### src/rtl/ser_port_pkg.sv
package ser_port_pkg;

   localparam logic [1:0] ADDR_DATA = 2'd0;
   localparam logic [1:0] ADDR_STAT = 2'd1;
   localparam logic [1:0] ADDR_CTLB = 2'd2;
   localparam logic [1:0] ADDR_CTLC = 2'd3;

   localparam int MAX_DBITS = 9;
   localparam int FRAME_W   = MAX_DBITS + 2;

   typedef enum logic [1:0] {
      MODE_ASYNC = 2'b00,
      MODE_SYNC  = 2'b01,
      MODE_RSVD  = 2'b10,
      MODE_SPIM  = 2'b11
   } mode_t;

   typedef struct packed {
      logic                 ferr;
      logic [MAX_DBITS-1:0] data;
   } rx_entry_t;

   function automatic logic [3:0] size_bits(input logic [2:0] code);
      case (code)
         3'b000:  return 4'd5;
         3'b001:  return 4'd6;
         3'b010:  return 4'd7;
         3'b011:  return 4'd8;
         3'b111:  return 4'd9;
         default: return 4'd8;
      endcase
   endfunction

   function automatic logic [FRAME_W-1:0] frame_of(input logic [MAX_DBITS-1:0] d,
                                                   input logic [3:0] n);
      logic [FRAME_W-1:0] f;
      f    = '1;
      f[0] = 1'b0;
      for (int i = 0; i < MAX_DBITS; i++) begin
         if (i < int'(n)) f[i+1] = d[i];
      end
      return f;
   endfunction

endpackage

### src/rtl/ser_baud_tick.sv
module ser_baud_tick #(
   parameter int DIV_W = 12
) (
   input  logic             clk,
   input  logic             rst_n,
   input  logic [DIV_W-1:0] div,
   output logic             tick
);
   logic [DIV_W-1:0] cnt;

   always_ff @(posedge clk) begin
      if (!rst_n) begin
         cnt  <= '0;
         tick <= 1'b0;
      end else if (cnt >= div) begin
         cnt  <= '0;
         tick <= 1'b1;
      end else begin
         cnt  <= cnt + 1'b1;
         tick <= 1'b0;
      end
   end
endmodule

### src/rtl/ser_tx.sv
module ser_tx
   import ser_port_pkg::*;
#(
   parameter int OVS = 16
) (
   input  logic                 clk,
   input  logic                 rst_n,
   input  logic                 tick,
   input  logic                 en_req,
   input  logic                 wr_stb,
   input  logic [MAX_DBITS-1:0] wr_data,
   input  logic [3:0]           nbits,
   output logic                 buf_empty,
   output logic                 busy,
   output logic                 drive,
   output logic                 txd
);
   localparam int OVS_W = $clog2(OVS);

   logic                 buf_v;
   logic [MAX_DBITS-1:0] buf_d;
   logic [3:0]           buf_n;
   logic [FRAME_W-1:0]   frame;
   logic [3:0]           bits_left;
   logic [OVS_W-1:0]     sub;
   logic                 load;

   assign load      = !busy && buf_v;
   assign buf_empty = !buf_v;
   assign txd       = (drive && busy) ? frame[0] : 1'b1;

   always_ff @(posedge clk) begin
      if (!rst_n) begin
         buf_v     <= 1'b0;
         buf_d     <= '0;
         buf_n     <= 4'd8;
         busy      <= 1'b0;
         frame     <= '1;
         bits_left <= '0;
         sub       <= '0;
         drive     <= 1'b0;
      end else begin
         drive <= en_req || (drive && (busy || buf_v));
         if (wr_stb && !buf_v) begin
            buf_v <= 1'b1;
            buf_d <= wr_data;
            buf_n <= nbits;
         end
         if (load) begin
            busy      <= 1'b1;
            frame     <= frame_of(buf_d, buf_n);
            bits_left <= buf_n + 4'd2;
            sub       <= '0;
            buf_v     <= 1'b0;
         end else if (busy && tick) begin
            if (sub == OVS_W'(OVS - 1)) begin
               sub       <= '0;
               frame     <= {1'b1, frame[FRAME_W-1:1]};
               bits_left <= bits_left - 4'd1;
               if (bits_left == 4'd1) busy <= 1'b0;
            end else begin
               sub <= sub + 1'b1;
            end
         end
      end
   end
endmodule

### src/rtl/ser_rx.sv
module ser_rx
   import ser_port_pkg::*;
#(
   parameter int OVS = 16
) (
   input  logic      clk,
   input  logic      rst_n,
   input  logic      tick,
   input  logic      en,
   input  logic      rxd,
   input  logic [3:0] nbits,
   output logic      push,
   output rx_entry_t push_entry
);
   localparam int OVS_W = $clog2(OVS);
   localparam logic [OVS_W-1:0] SP0 = OVS_W'(OVS / 2 - 1);
   localparam logic [OVS_W-1:0] SP1 = OVS_W'(OVS / 2);
   localparam logic [OVS_W-1:0] SP2 = OVS_W'(OVS / 2 + 1);
   localparam logic [OVS_W-1:0] LAST = OVS_W'(OVS - 1);

   logic [1:0]           sync;
   logic                 rx_s;
   logic                 active;
   logic [OVS_W-1:0]     cnt;
   logic [3:0]           idx;
   logic [3:0]           n_q;
   logic [1:0]           ones;
   logic                 vote;
   logic [MAX_DBITS-1:0] sh;

   assign rx_s = sync[1];
   assign vote = ones[1];

   always_ff @(posedge clk) begin
      if (!rst_n) begin
         sync       <= 2'b11;
         active     <= 1'b0;
         cnt        <= '0;
         idx        <= '0;
         n_q        <= 4'd8;
         ones       <= '0;
         sh         <= '0;
         push       <= 1'b0;
         push_entry <= '0;
      end else begin
         push <= 1'b0;
         sync <= {sync[0], rxd};
         if (!en) begin
            active <= 1'b0;
         end else if (tick) begin
            if (!active) begin
               if (!rx_s) begin
                  active <= 1'b1;
                  cnt    <= '0;
                  idx    <= '0;
                  ones   <= '0;
                  sh     <= '0;
                  n_q    <= nbits;
               end
            end else begin
               if (cnt == SP0 || cnt == SP1 || cnt == SP2)
                  ones <= ones + {1'b0, rx_s};
               if (cnt == LAST) begin
                  cnt  <= '0;
                  ones <= '0;
                  if (idx == 4'd0) begin
                     if (vote) active <= 1'b0;
                     else      idx    <= 4'd1;
                  end else if (idx <= n_q) begin
                     sh[idx - 4'd1] <= vote;
                     idx            <= idx + 4'd1;
                  end else begin
                     push            <= 1'b1;
                     push_entry.ferr <= !vote;
                     push_entry.data <= sh;
                     active          <= 1'b0;
                  end
               end else begin
                  cnt <= cnt + 1'b1;
               end
            end
         end
      end
   end
endmodule

### src/rtl/ser_rx_fifo.sv
module ser_rx_fifo #(
   parameter int DEPTH = 2,
   parameter int W     = 10
) (
   input  logic         clk,
   input  logic         rst_n,
   input  logic         flush,
   input  logic         push,
   input  logic [W-1:0] din,
   input  logic         pop,
   output logic [W-1:0] dout,
   output logic         empty,
   output logic         full
);
   generate
      if (DEPTH < 1) begin : g_bad_depth
         $error("ser_rx_fifo: DEPTH must be at least 1");
      end

      if (DEPTH == 1) begin : g_single
         logic         v;
         logic [W-1:0] d;
         always_ff @(posedge clk) begin
            if (!rst_n || flush) begin
               v <= 1'b0;
               d <= '0;
            end else begin
               if (pop && v) v <= 1'b0;
               if (push && !v) begin
                  v <= 1'b1;
                  d <= din;
               end
            end
         end
         assign dout  = v ? d : '0;
         assign empty = !v;
         assign full  = v;
      end else begin : g_ring
         localparam int PTR_W = $clog2(DEPTH);
         localparam int CNT_W = $clog2(DEPTH + 1);
         if ((DEPTH & (DEPTH - 1)) != 0) begin : g_bad_pow2
            $error("ser_rx_fifo: DEPTH must be a power of two");
         end
         logic [W-1:0]     mem [DEPTH];
         logic [PTR_W-1:0] rd_p, wr_p;
         logic [CNT_W-1:0] cnt;
         logic             do_push, do_pop;

         assign empty   = (cnt == '0);
         assign full    = (cnt == CNT_W'(DEPTH));
         assign do_push = push && !full;
         assign do_pop  = pop && !empty;
         assign dout    = empty ? '0 : mem[rd_p];

         always_ff @(posedge clk) begin
            if (do_push && !flush) mem[wr_p] <= din;
         end

         always_ff @(posedge clk) begin
            if (!rst_n || flush) begin
               rd_p <= '0;
               wr_p <= '0;
               cnt  <= '0;
            end else begin
               if (do_push) wr_p <= wr_p + 1'b1;
               if (do_pop)  rd_p <= rd_p + 1'b1;
               case ({do_push, do_pop})
                  2'b10:   cnt <= cnt + 1'b1;
                  2'b01:   cnt <= cnt - 1'b1;
                  default: cnt <= cnt;
               endcase
            end
         end
      end
   endgenerate
endmodule

### src/rtl/ser_port_core.sv
module ser_port_core
   import ser_port_pkg::*;
#(
   parameter int DIV_W    = 12,
   parameter int OVS      = 16,
   parameter int RX_DEPTH = 2
) (
   input  logic             clk,
   input  logic             rst_n,
   input  logic             gie,
   input  logic [DIV_W-1:0] baud_div,
   input  logic             bus_wr,
   input  logic             bus_rd,
   input  logic [1:0]       bus_addr,
   input  logic [7:0]       bus_wdata,
   output logic [7:0]       bus_rdata,
   output logic             txd_out,
   output logic             txd_oe,
   input  logic             rxd_in,
   output logic             rxd_own,
   output logic             irq_dre,
   output logic             mode_err
);
   localparam int ENTRY_W = $bits(rx_entry_t);

   generate
      if (DIV_W < 1) begin : g_bad_div
         $error("ser_port_core: DIV_W must be at least 1");
      end
      if (OVS < 8) begin : g_bad_ovs
         $error("ser_port_core: OVS must be at least 8 for three mid-bit samples");
      end
   endgenerate

   // control state
   logic       ctl_rx_en, ctl_tx_en, ctl_dre_ie, ctl_size_hi, ctl_tx_b9;
   logic [1:0] ctl_size_lo;
   mode_t      ctl_mode;
   logic [3:0] nbits;

   // datapath links
   logic       tick;
   logic       wr_data_stb, rd_pop;
   logic       tx_buf_empty, tx_busy;
   logic       rx_push;
   rx_entry_t  rx_new, rx_head;
   logic       fifo_empty, fifo_full;
   logic       ovr_flag;

   assign nbits       = size_bits({ctl_size_hi, ctl_size_lo});
   assign wr_data_stb = bus_wr && (bus_addr == ADDR_DATA) && ctl_tx_en;
   assign rd_pop      = bus_rd && (bus_addr == ADDR_DATA) && !fifo_empty;

   always_ff @(posedge clk) begin
      if (!rst_n) begin
         ctl_rx_en   <= 1'b0;
         ctl_tx_en   <= 1'b0;
         ctl_dre_ie  <= 1'b0;
         ctl_size_hi <= 1'b0;
         ctl_tx_b9   <= 1'b0;
         ctl_size_lo <= 2'b11;
         ctl_mode    <= MODE_ASYNC;
      end else if (bus_wr) begin
         if (bus_addr == ADDR_CTLB) begin
            ctl_rx_en   <= bus_wdata[0];
            ctl_tx_en   <= bus_wdata[1];
            ctl_dre_ie  <= bus_wdata[2];
            ctl_size_hi <= bus_wdata[3];
            ctl_tx_b9   <= bus_wdata[4];
         end else if (bus_addr == ADDR_CTLC) begin
            ctl_size_lo <= bus_wdata[1:0];
            ctl_mode    <= mode_t'(bus_wdata[3:2]);
         end
      end
   end

   always_ff @(posedge clk) begin
      if (!rst_n)                   ovr_flag <= 1'b0;
      else if (!ctl_rx_en || rd_pop) ovr_flag <= 1'b0;
      else if (rx_push && fifo_full) ovr_flag <= 1'b1;
   end

   ser_baud_tick #(.DIV_W(DIV_W)) u_tick (
      .clk  (clk),
      .rst_n(rst_n),
      .div  (baud_div),
      .tick (tick)
   );

   ser_tx #(.OVS(OVS)) u_tx (
      .clk      (clk),
      .rst_n    (rst_n),
      .tick     (tick),
      .en_req   (ctl_tx_en),
      .wr_stb   (wr_data_stb),
      .wr_data  ({ctl_tx_b9, bus_wdata}),
      .nbits    (nbits),
      .buf_empty(tx_buf_empty),
      .busy     (tx_busy),
      .drive    (txd_oe),
      .txd      (txd_out)
   );

   ser_rx #(.OVS(OVS)) u_rx (
      .clk       (clk),
      .rst_n     (rst_n),
      .tick      (tick),
      .en        (ctl_rx_en),
      .rxd       (rxd_in),
      .nbits     (nbits),
      .push      (rx_push),
      .push_entry(rx_new)
   );

   ser_rx_fifo #(.DEPTH(RX_DEPTH), .W(ENTRY_W)) u_fifo (
      .clk  (clk),
      .rst_n(rst_n),
      .flush(!ctl_rx_en),
      .push (rx_push),
      .din  (rx_new),
      .pop  (rd_pop),
      .dout (rx_head),
      .empty(fifo_empty),
      .full (fifo_full)
   );

   assign rxd_own  = ctl_rx_en;
   assign irq_dre  = ctl_dre_ie && gie && tx_buf_empty;
   assign mode_err = (ctl_mode != MODE_ASYNC);

   always_comb begin
      case (bus_addr)
         ADDR_DATA: bus_rdata = rx_head.data[7:0];
         ADDR_STAT: bus_rdata = {4'b0, ovr_flag, rx_head.ferr, tx_buf_empty, !fifo_empty};
         ADDR_CTLB: bus_rdata = {2'b0, rx_head.data[8], ctl_tx_b9, ctl_size_hi,
                                 ctl_dre_ie, ctl_tx_en, ctl_rx_en};
         default:   bus_rdata = {4'b0, ctl_mode, ctl_size_lo};
      endcase
   end
endmodule

### config.mk
export PLATFORM = sky130hd
export DESIGN_NAME = ser_port_core
export DESIGN_NICKNAME = d
export VERILOG_FILES = /design/src/rtl/ser_port_pkg.sv /design/src/rtl/ser_baud_tick.sv /design/src/rtl/ser_tx.sv /design/src/rtl/ser_rx.sv /design/src/rtl/ser_rx_fifo.sv /design/src/rtl/ser_port_core.sv
export SDC_FILE = /design/constraint.sdc
export NUM_CORES = 1
export LEC_CHECK = 0
export ABC_AREA = 1
export BUFFER_PORTS_ARGS = -buffer_cell sky130_fd_sc_hd__buf_2
export CAP_MARGIN = 20
export CORE_ASPECT_RATIO = 1.2
export CORE_MARGIN = 3
export CORE_UTILIZATION = 40
export CTS_CLUSTER_SIZE = 40
export DETAILED_ROUTE_END_ITERATION = 6
export PLACE_DENSITY = 0.63
export SLEW_MARGIN = 30
export SYNTH_ARGS = -nofsm -noshare
export SYNTH_HDL_FRONTEND = slang
export SYNTH_SLANG_ARGS = --single-unit
### constraint.sdc
create_clock -name clk -period 2.25 [get_ports clk]
set_input_delay 0.225 -clock clk [delete_from_list [all_inputs] [get_ports clk]]
set_output_delay 0.225 -clock clk [all_outputs]
set_load 0.02 [all_outputs]
### After elaboration in Yosys (flattened, before gate mapping)

Memory sizes are Yosys's and may differ from the RTL's. A register that Yosys moved wholly into a read port is not among the register bits.
Index checks and enable logic that the tools add are counted.

* bitwise logic cells: 9
* add/subtract/negate cells: 12
* div/mod/pow operators: 0
* reductions and logical operators: 53
* shift operators: 0
* $mul: 0
* eq/ne operators: 22
* order comparisons: 13
* multiplexer cells: 57

Operators by type and width (number)
* $mux 4: 12
* $mux 9: 5
* $mux 10: 4
* $mux 1: 27
* $pmux 8 s3: 1
* $reduce_and 6->1: 3
* $eq 4x4->1 const B: 4
* $logic_and 1x1->1: 16
* $lt 3x4->1 const A: 4
* $pmux 4 s4: 1
* $add 12x1->12 const B: 1
* $add 4x1->4 const B: 3
* $ge 12x12->1: 1
* $reduce_bool 2->1: 5
* $bwmux 9: 1
* $ne 3x3->1 const B: 3
* $not 1->1: 9
* $reduce_and 3->1: 3
* $eq 2x2->1 const B: 4
* $lt 1x4->1 const A: 2
* $lt 2x4->1 const A: 2
* $mux 2: 4
* $ne 2x2->1 const B: 4
* $reduce_and 4->1: 2
* other kinds (26): 45

* bits in latches: 0
* register bits after elaboration: 98
* memory bits (writable): 20
* output and inout bits: 13
* bits in read-only memories: 0
* word-level logic and storage cells: 198
* memories kept: 1

Memory list
* u_fifo.g_ring.mem: depth 2, width 10, read ports 1, clocked after Yosys merged registers in 1, wr ports 1, line ser_rx_fifo.sv:44 `logic [W-1:0] mem [DEPTH];`

### Logic depth before layout (Yosys ltp)

Gate-level depths: netlist of run 1.

* depth after elaboration: 10
* depth in mapped cells: 14

### Cells and area by module

Synthesis of run 1 repeated with hierarchy kept, for this count alone.

* cells, all modules: 841
* area total of the unflattened synthesis: 6247.2 um^2

Modules (own cells, without submodules)
* ser_rx: cells an instance 270, area an instance 1990.7 um^2, times used 1, seq. area each 740.7 um^2
* ser_tx: cells an instance 239, area an instance 1635.3 um^2, times used 1, seq. area each 680.7 um^2
* ser_rx_fifo: cells an instance 94, area an instance 1067.3 um^2, times used 1, seq. area each 700.7 um^2
* ser_baud_tick: cells an instance 127, area an instance 899.6 um^2, times used 1, seq. area each 260.2 um^2
* ser_port_core: cells an instance 111, area an instance 654.4 um^2, times used 1, seq. area each 200.2 um^2

### Least setup slack after synthesis of run 1

No wires, ideal clock.

* path kind: reg-to-reg
* start: reg ctl_rx_en, in the netlist rxd_own
* end: mem u_fifo.g_ring.mem[0][0], enable pin
* arrival: 1.376 ns
* buffers on the path: 0
* period minus slack after synthesis: 1.766 ns
* library setup time: 0.390 ns
* stages on the path, launching flop included: 3
* path slack: 0.484 ns
* required time: 1.860 ns
* path through: dfxtp_1 -> inv_1 -> nor3_1

* cells in the longest elaborated chain, start to end: 3

Ends and longest elaborated chain
* start: declaration: line ser_port_core.sv:36 `logic ctl_rx_en, ctl_tx_en, ctl_dre_ie, ctl_size_hi, ctl_tx_b9;`
* start signal: assignment: line ser_port_core.sv:65 `ctl_rx_en <= bus_wdata[0];`
* $logic_and 1x1->1: line ser_rx_fifo.sv:56 `if (do_push && !flush) mem[wr_p] <= din;`
* $mux 1: line ser_rx_fifo.sv:56
* $mux 1 (implied by the code): line ser_rx_fifo.sv:56
* end: declaration: line ser_rx_fifo.sv:44

No other way between the ends.

### Worst setup path after layout of run 1

* start: reg u_fifo.g_ring.cnt[0]
* end: out bus_rdata[4]

* cells in the longest elaborated chain, start to end: 3

Ends and longest elaborated chain
* start: declaration: line ser_rx_fifo.sv:46 `logic [CNT_W-1:0] cnt;`
* start signal: assignment: line ser_rx_fifo.sv:68 `2'b10: cnt <= cnt + 1'b1;`
* start signal: assignment: line ser_rx_fifo.sv:69 `2'b01: cnt <= cnt - 1'b1;`
* start signal: assignment: line ser_rx_fifo.sv:70 `default: cnt <= cnt;`
* $logic_not 2->1: line ser_rx_fifo.sv:49 `assign empty = (cnt == '0);`
* $mux 10: line ser_rx_fifo.sv:53 `assign dout = empty ? '0 : mem[rd_p];`
* $pmux 8 s3: line ser_port_core.sv:132 `case (bus_addr)`
* end: declaration: line ser_port_core.sv:16 `output logic [7:0] bus_rdata,`

No other way between the ends.

==> run summary, run 1 <==
most common flop cell mapped by yosys = dfxtp_1
IO buf count = 40
die area = 16200 um^2
CTS HTree Levels = 4
clk buf depth = 2
via count = 4900
DR iter-0 viols = 258
Post-synth EDFFs = 20
pin count of the biggest net entering global routing = 27
worst-margin pin slew = 0.392 ns
CTS tree = yes
gp weighted congestion = 0.878
site row count = 47
Layout Area Growth over Synthesis = 16.8%
antenna violations before repair = 0
fin. max-slew vios = 0
hold_buf cts = 0
power consumption = 5.23 mW
status = completed
startpoint types = flop
clk root buf = clkbuf_16
Antenna diodes = 0
Residual DRC = 0
crit path time final = 2.04 ns
Synth Area per Inst = 7.81 um^2
overall fraction of global-route tracks in use = 15.6%
First-pass DRT Iterations = 5
CP required = 2.03 ns
fin nets = 859
period utilization = 90.8%
Fin. Hold Viols = 0
Netlist Area Pre-Place = 5870 um^2
Clock Latency Late Sink = 0.40 ns
Fin Setup TNS = 0 ns
Peak VDD IR = 448 uV
global route overflow = 0
fmax = 0.490 GHz
layout cells sized above 1 = 14.6%
post-CTS sizing = 0
placed cell area = 6240 um^2
arrival time of the worst setup path = 1.82 ns
Ports = 41
Hold Path Class = input port to flop
final setup violation count = 0
Avg WL per Cell = 12.5 um
crit end category = primary output
total number of yosys warnings = 0
WL final = 12.3 mm
Post-synth ARST share = 0%
vias in the first global route = 4574
Gate Count Post-Synth = 752
most common cell after layout, fill and taps aside = nand2_1
Die Y = 139 um
Rel. slew slack = 73.9%
DIE WIDTH = 117 um
Mapped Nets = 811
Synth cell types = 46
Yosys reg bits = 119
Reg clk slew, reported paths = 0.06 ns
CP Class = flop to primary output
most frequent cells in the layout = nand2_1 (136), inv_1 (99), dfxtp_1 (99)
Cell Pwr Density = 762 nW/um^2
Initial Util = 41.8%
RSZ-0062 raised after global routing = false
crit path max fanout = 6
mean number of vias per cell = 4.98
P_leak = 3.04 nW
CTS Buf Count = 17
ANT nets after route = 0
Post-CTS Setup Bufs = 0
final core utilization = 48.8%
final instance area = 6860 um^2
first-pass GRT wire length = 20.7 mm
clock skew = 0.00936 ns
CTS sink count = 119
max_cap viols = 0
detailed placement HPWL = 8.91 mm
register area share after synthesis = 44.0%
Core Box Area = 14100 um^2
==> per-stage QoR <==
step	setup WS (ns)	cells	hold slack (ns)
6_report	0.208	984	0.0460
5_1_grt	0.0301	984	0.0277
4_1_cts	0.167	984	0.0296
3_5_place_dp	0.357	952	0.422
3_3_place_gp	0.428	952	0.395
2_1_floorplan	0.484	752	0.332
==> worst paths after layout <==
check / startpoint / to / slack (ns) / depth (start not counted)
worst max-delay path: u_fifo.g_ring.cnt[0] / bus_rdata[4] / 0.21 / 7
worst min-delay path: rxd_in / u_rx.sync[0] / 0.05 / 2
worst max register to register: u_fifo.g_ring.cnt[0] / u_fifo.g_ring.cnt[1] / 0.35 / 11
worst min register to register: u_rx.sync[0] / u_rx.sync[1] / 0.44 / 1
==> worst max-delay path, stage by stage, from the launching register on <==
cell     delay, ns
dfxtp_1       0.40
nor2_1        0.08
inv_1         0.07
nand2_1       0.11
inv_1         0.17
o21ai_0       0.10
o21ai_0       0.26
buf_2         0.23
==> logic make-up (layout without fill, tap and decap cells) <==
family	after synthesis	count (layout)	synth area share (%)
AND/OR/NAND/NOR	303	303	23.7
AO/OA/AOI/OAI	154	154	14.4
buffers and inverters	131	192	9.29
flip-flops	119	119	44.0
adder cells (fa/ha/maj)	31	31	6.61
XOR/XNOR	14	14	2.09
==> cell usage after synthesis, types with 5 or more instances <==
| cell | instances | share of area [%] |
|---|---|---|
| nor2_2 | 5 | 0.53 |
| edfxtp_1 | 20 | 10 |
| xor2_1 | 9 | 1.3 |
| a211oi_1 | 5 | 0.64 |
| nand2_2 | 11 | 1.2 |
| o21ai_0 | 57 | 4.9 |
| xnor2_1 | 5 | 0.75 |
| a21oi_1 | 67 | 5.7 |
| nor2_1 | 59 | 3.8 |
| dfxtp_1 | 99 | 34 |
| nand4_1 | 26 | 2.8 |
| nand3_1 | 39 | 3.3 |
| nand2_1 | 136 | 8.7 |
| buf_2 | 5 | 0.43 |
| inv_2 | 6 | 0.38 |
| ha_1 | 31 | 6.6 |
| clkbuf_1 | 10 | 0.64 |
| inv_1 | 99 | 6.3 |
| nor3_1 | 12 | 1.0 |
==> sequential cells by signal, indices dropped and copies added, names as in the netlist, 4 cells and up, named ones only <==
signal             flops
u_fifo.g_ring.mem     20
u_rx.cnt               4
u_rx.idx               4
u_rx.n_q               4
u_rx.push_entry       10
u_rx.sh                9
u_tick.cnt            12
u_tx.bits_left         4
u_tx.buf_d             9
u_tx.buf_n             4
u_tx.frame            10
u_tx.sub               4
==> per-layer routing <==
layer	routed length [um]	global-route usage [%]	up-vias
li1	-	-	2593
met1	5830	19.8	2220
met2	5880	25.6	74
met3	385	4.15	13
met4	166	5.13	0
met5	0	0	-
==> report_power, final <==
| group | internal, mW | total [mW] | switching (mW) | leakage (nW) |
|---|---|---|---|---|
| Clock | 1.88 | 2.84 | 0.956 | 0.305 |
| Combinational | 0.0709 | 0.192 | 0.121 | 1.74 |
| Sequential | 2.18 | 2.20 | 0.0173 | 0.997 |
| Total | 4.13 | 5.23 | 1.09 | 3.04 |
==> area by class of cell <==
| class | instances | area, um^2 |
|---|---|---|
| inverter | 108 | 408 |
| multi-input combinational | 502 | 2740 |
| sequential | 119 | 2580 |
| timing repair buffer | 52 | 290 |
| fill | 1373 | 7200 |
| clock buffer | 20 | 447 |
| clock inverter | 12 | 175 |
| tap | 171 | 214 |
No activity file was read; power rests on OpenSTA's default activity.
==> run 2, diff against run 1 <==
--- a/config.mk
+++ b/config.mk
@@ -8,12 +8,14 @@
 export ABC_AREA = 1
 export BUFFER_PORTS_ARGS = -buffer_cell sky130_fd_sc_hd__buf_2
 export CAP_MARGIN = 20
+export CELL_PAD_IN_SITES_DETAIL_PLACEMENT = 1
+export CELL_PAD_IN_SITES_GLOBAL_PLACEMENT = 1
 export CORE_ASPECT_RATIO = 1.2
 export CORE_MARGIN = 3
 export CORE_UTILIZATION = 40
 export CTS_CLUSTER_SIZE = 40
 export DETAILED_ROUTE_END_ITERATION = 6
-export PLACE_DENSITY = 0.63
+export PLACE_DENSITY = 0.78
 export SLEW_MARGIN = 30
 export SYNTH_ARGS = -nofsm -noshare
 export SYNTH_HDL_FRONTEND = slang
==> run summary, run 2 (same netlist as run 1, synthesis figures left out) <==
fmax = 0.501 GHz (was 0.490 GHz)
fin nets = 859 (unchanged)
worst-margin pin slew = 0.512 ns (was 0.392 ns)
WL final = 15.8 mm (was 12.3 mm)
Antenna diodes = 0 (unchanged)
Fin Setup TNS = 0 ns (unchanged)
clock skew = 0.00567 ns (was 0.00936 ns)
DIE WIDTH = 117 um (unchanged)
Residual DRC = 0 (unchanged)
CTS tree = yes (unchanged)
pin count of the biggest net entering global routing = 27 (unchanged)
IO buf count = 40 (unchanged)
Sw Ratio = 20.5% (was 20.9%)
first-pass GRT wire length = 26.7 mm (was 20.7 mm)
Ports = 41 (unchanged)
register area = 2580 um^2 (unchanged)
crit end category = primary output (unchanged)
most frequent cells in the layout = nand2_1 (136), inv_1 (99), dfxtp_1 (99) (unchanged)
layout cells sized above 1 = 14.3% (was 14.6%)
Layout Area Growth over Synthesis = 17.4% (was 16.8%)
Clock Latency Late Sink = 0.41 ns (was 0.40 ns)
die area = 16200 um^2 (unchanged)
placed cell area = 6230 um^2 (was 6240 um^2)
Biggest register = u_fifo.g_ring.mem (unchanged)
clk buf depth = 2 (unchanged)
final instance area = 6890 um^2 (was 6860 um^2)
Reg clk slew, reported paths = 0.05 ns (was 0.06 ns)
DR iter-0 viols = 314 (was 258)
ANT nets after route = 0 (unchanged)
gp weighted congestion = 0.844 (was 0.878)
power consumption = 5.36 mW (was 5.23 mW)
Seq pwr share = 41.0% (was 42.0%)
Peak VDD IR = 534 uV (was 448 uV)
First-pass DRT Iterations = 5 (unchanged)
footprint of the multi-input gates = 2750 um^2 (was 2740 um^2)
site row count = 47 (unchanged)
vias in the first global route = 5638 (was 4574)
global route overflow = 0 (unchanged)
P_leak = 3.07 nW (was 3.04 nW)
most common cell after layout, fill and taps aside = nand2_1 (unchanged)
pre-CTS WS = 0.275 ns (was 0.357 ns)
status = completed (unchanged)
Worst Slack Setup Final = 0.254 ns (was 0.208 ns)
crit path time final = 2.00 ns (was 2.04 ns)
max_cap viols = 0 (unchanged)
Fin Hold WS = 0.0744 ns (was 0.0460 ns)
via count = 5230 (was 4900)
CTS Buf Count = 17 (unchanged)
Cell Pwr Density = 778 nW/um^2 (was 762 nW/um^2)
CTS HTree Levels = 4 (unchanged)
Pint = 4.26 mW (was 4.13 mW)
Top Registers = u_fifo.g_ring.mem: 20 flops, u_tick.cnt: 12 flops (unchanged)
Initial Util = 41.8% (unchanged)
CTS sink count = 119 (unchanged)
overall fraction of global-route tracks in use = 20.5% (was 15.6%)
Hold Path Class = input port to flop (unchanged)
CP Class = flop to primary output (unchanged)
max FFs per register = 20 (unchanged)
Core Box Area = 14100 um^2 (unchanged)
RSZ-0062 raised after global routing = false (unchanged)
Post-Layout Cell Count = 984 (unchanged)
Fin. Hold Viols = 0 (unchanged)
arrival time of the worst setup path = 1.77 ns (was 1.82 ns)
Die Y = 139 um (unchanged)
Rel. slew slack = 65.7% (was 73.9%)
clk root buf = clkbuf_16 (unchanged)
detailed placement HPWL = 11.1 mm (was 8.91 mm)
CP required = 2.03 ns (about the same)
Avg WL per Cell = 16.1 um (was 12.5 um)
antenna violations before repair = 0 (unchanged)
crit path max fanout = 6 (unchanged)
mean number of vias per cell = 5.32 (was 4.98)
sw power = 1.10 mW (was 1.09 mW)
final core utilization = 49.0% (was 48.8%)
startpoint types = flop (unchanged)
fin. max-slew vios = 0 (unchanged)
final setup violation count = 0 (unchanged)
Clk pwr share = 55.2% (was 54.3%)
fillcell total = 1719 (was 1373)
period utilization = 88.7% (was 90.8%)
logic gate share of total power = 3.8% (was 3.7%)
placed insts = 951 (was 952)
[run 2: cell types whose count changed in the layout (fill, tap and decap cells not counted), sizes merged]
cell,delta
buf,-1
clkbuf,+5
clkinv,-2
clkinvlp,-1
dlygate4sd3,+1
inv,-2
[run 2: power by group through the flow]
stage | Sequential [mW] | Clock, mW | Combinational [mW]
global route | 2.20 | 3.10 | 0.231
finish | 2.20 | 2.96 | 0.204
floorplan | 2.24 | 0 | 0.121
detailed placement | 2.24 | 0 | 0.200
CTS | 2.20 | 2.99 | 0.207
global placement | 2.24 | 0 | 0.189
[run 2: timing repair]
| item | CTS | global route |
|---|---|---|
| setup endpoints to repair | 0 | 2 |
| setup buffers | 0 | 0 |
| resized for setup | 0 | 3 |
| hold buffers | 1 | 0 |
| hold endpoints to repair | 1 | 0 |
[run 2: final cells by class]
type / instances / share of cell area, %
tap: 171 / 3.11
clock inverter: 7 / 2.02
multi-input combinational: 502 / 39.9
timing repair buffer: 52 / 4.25
sequential: 119 / 37.5
inverter: 108 / 5.92
clock buffer: 25 / 7.35
[run 2: worst paths after layout]
| check | from | endpoint | slack [ns] | cells after the start |
|---|---|---|---|---|
| max | u_fifo.g_ring.cnt[0] | bus_rdata[4] | 0.25 | 7 |
| min | bus_wdata[6] | u_tx.buf_d[6] | 0.07 | 3 |
| max reg2reg | u_tick.cnt[5] | u_tick.cnt[10] | 0.30 | 8 |
| min reg2reg | u_rx.sync[0] | u_rx.sync[1] | 0.42 | 1 |
[run 2: critical path: stages, from the launching register on]
cell and delay (ns):
dfxtp_1 0.41, nor2_1 0.08, inv_1 0.08, nand2_1 0.10, inv_1 0.18, o21ai_0 0.14
o21ai_0 0.17, buf_2 0.19
[run 2: layer usage]
layer | routed length [um] | global-route usage, % | up-vias
met1 | 6610 | 23.4 | 2529
met3 | 429 | 4.10 | 26
li1 | - | - | 2594
met5 | 0 | 0 | -
met2 | 8480 | 36.9 | 81
met4 | 304 | 7.79 | 0
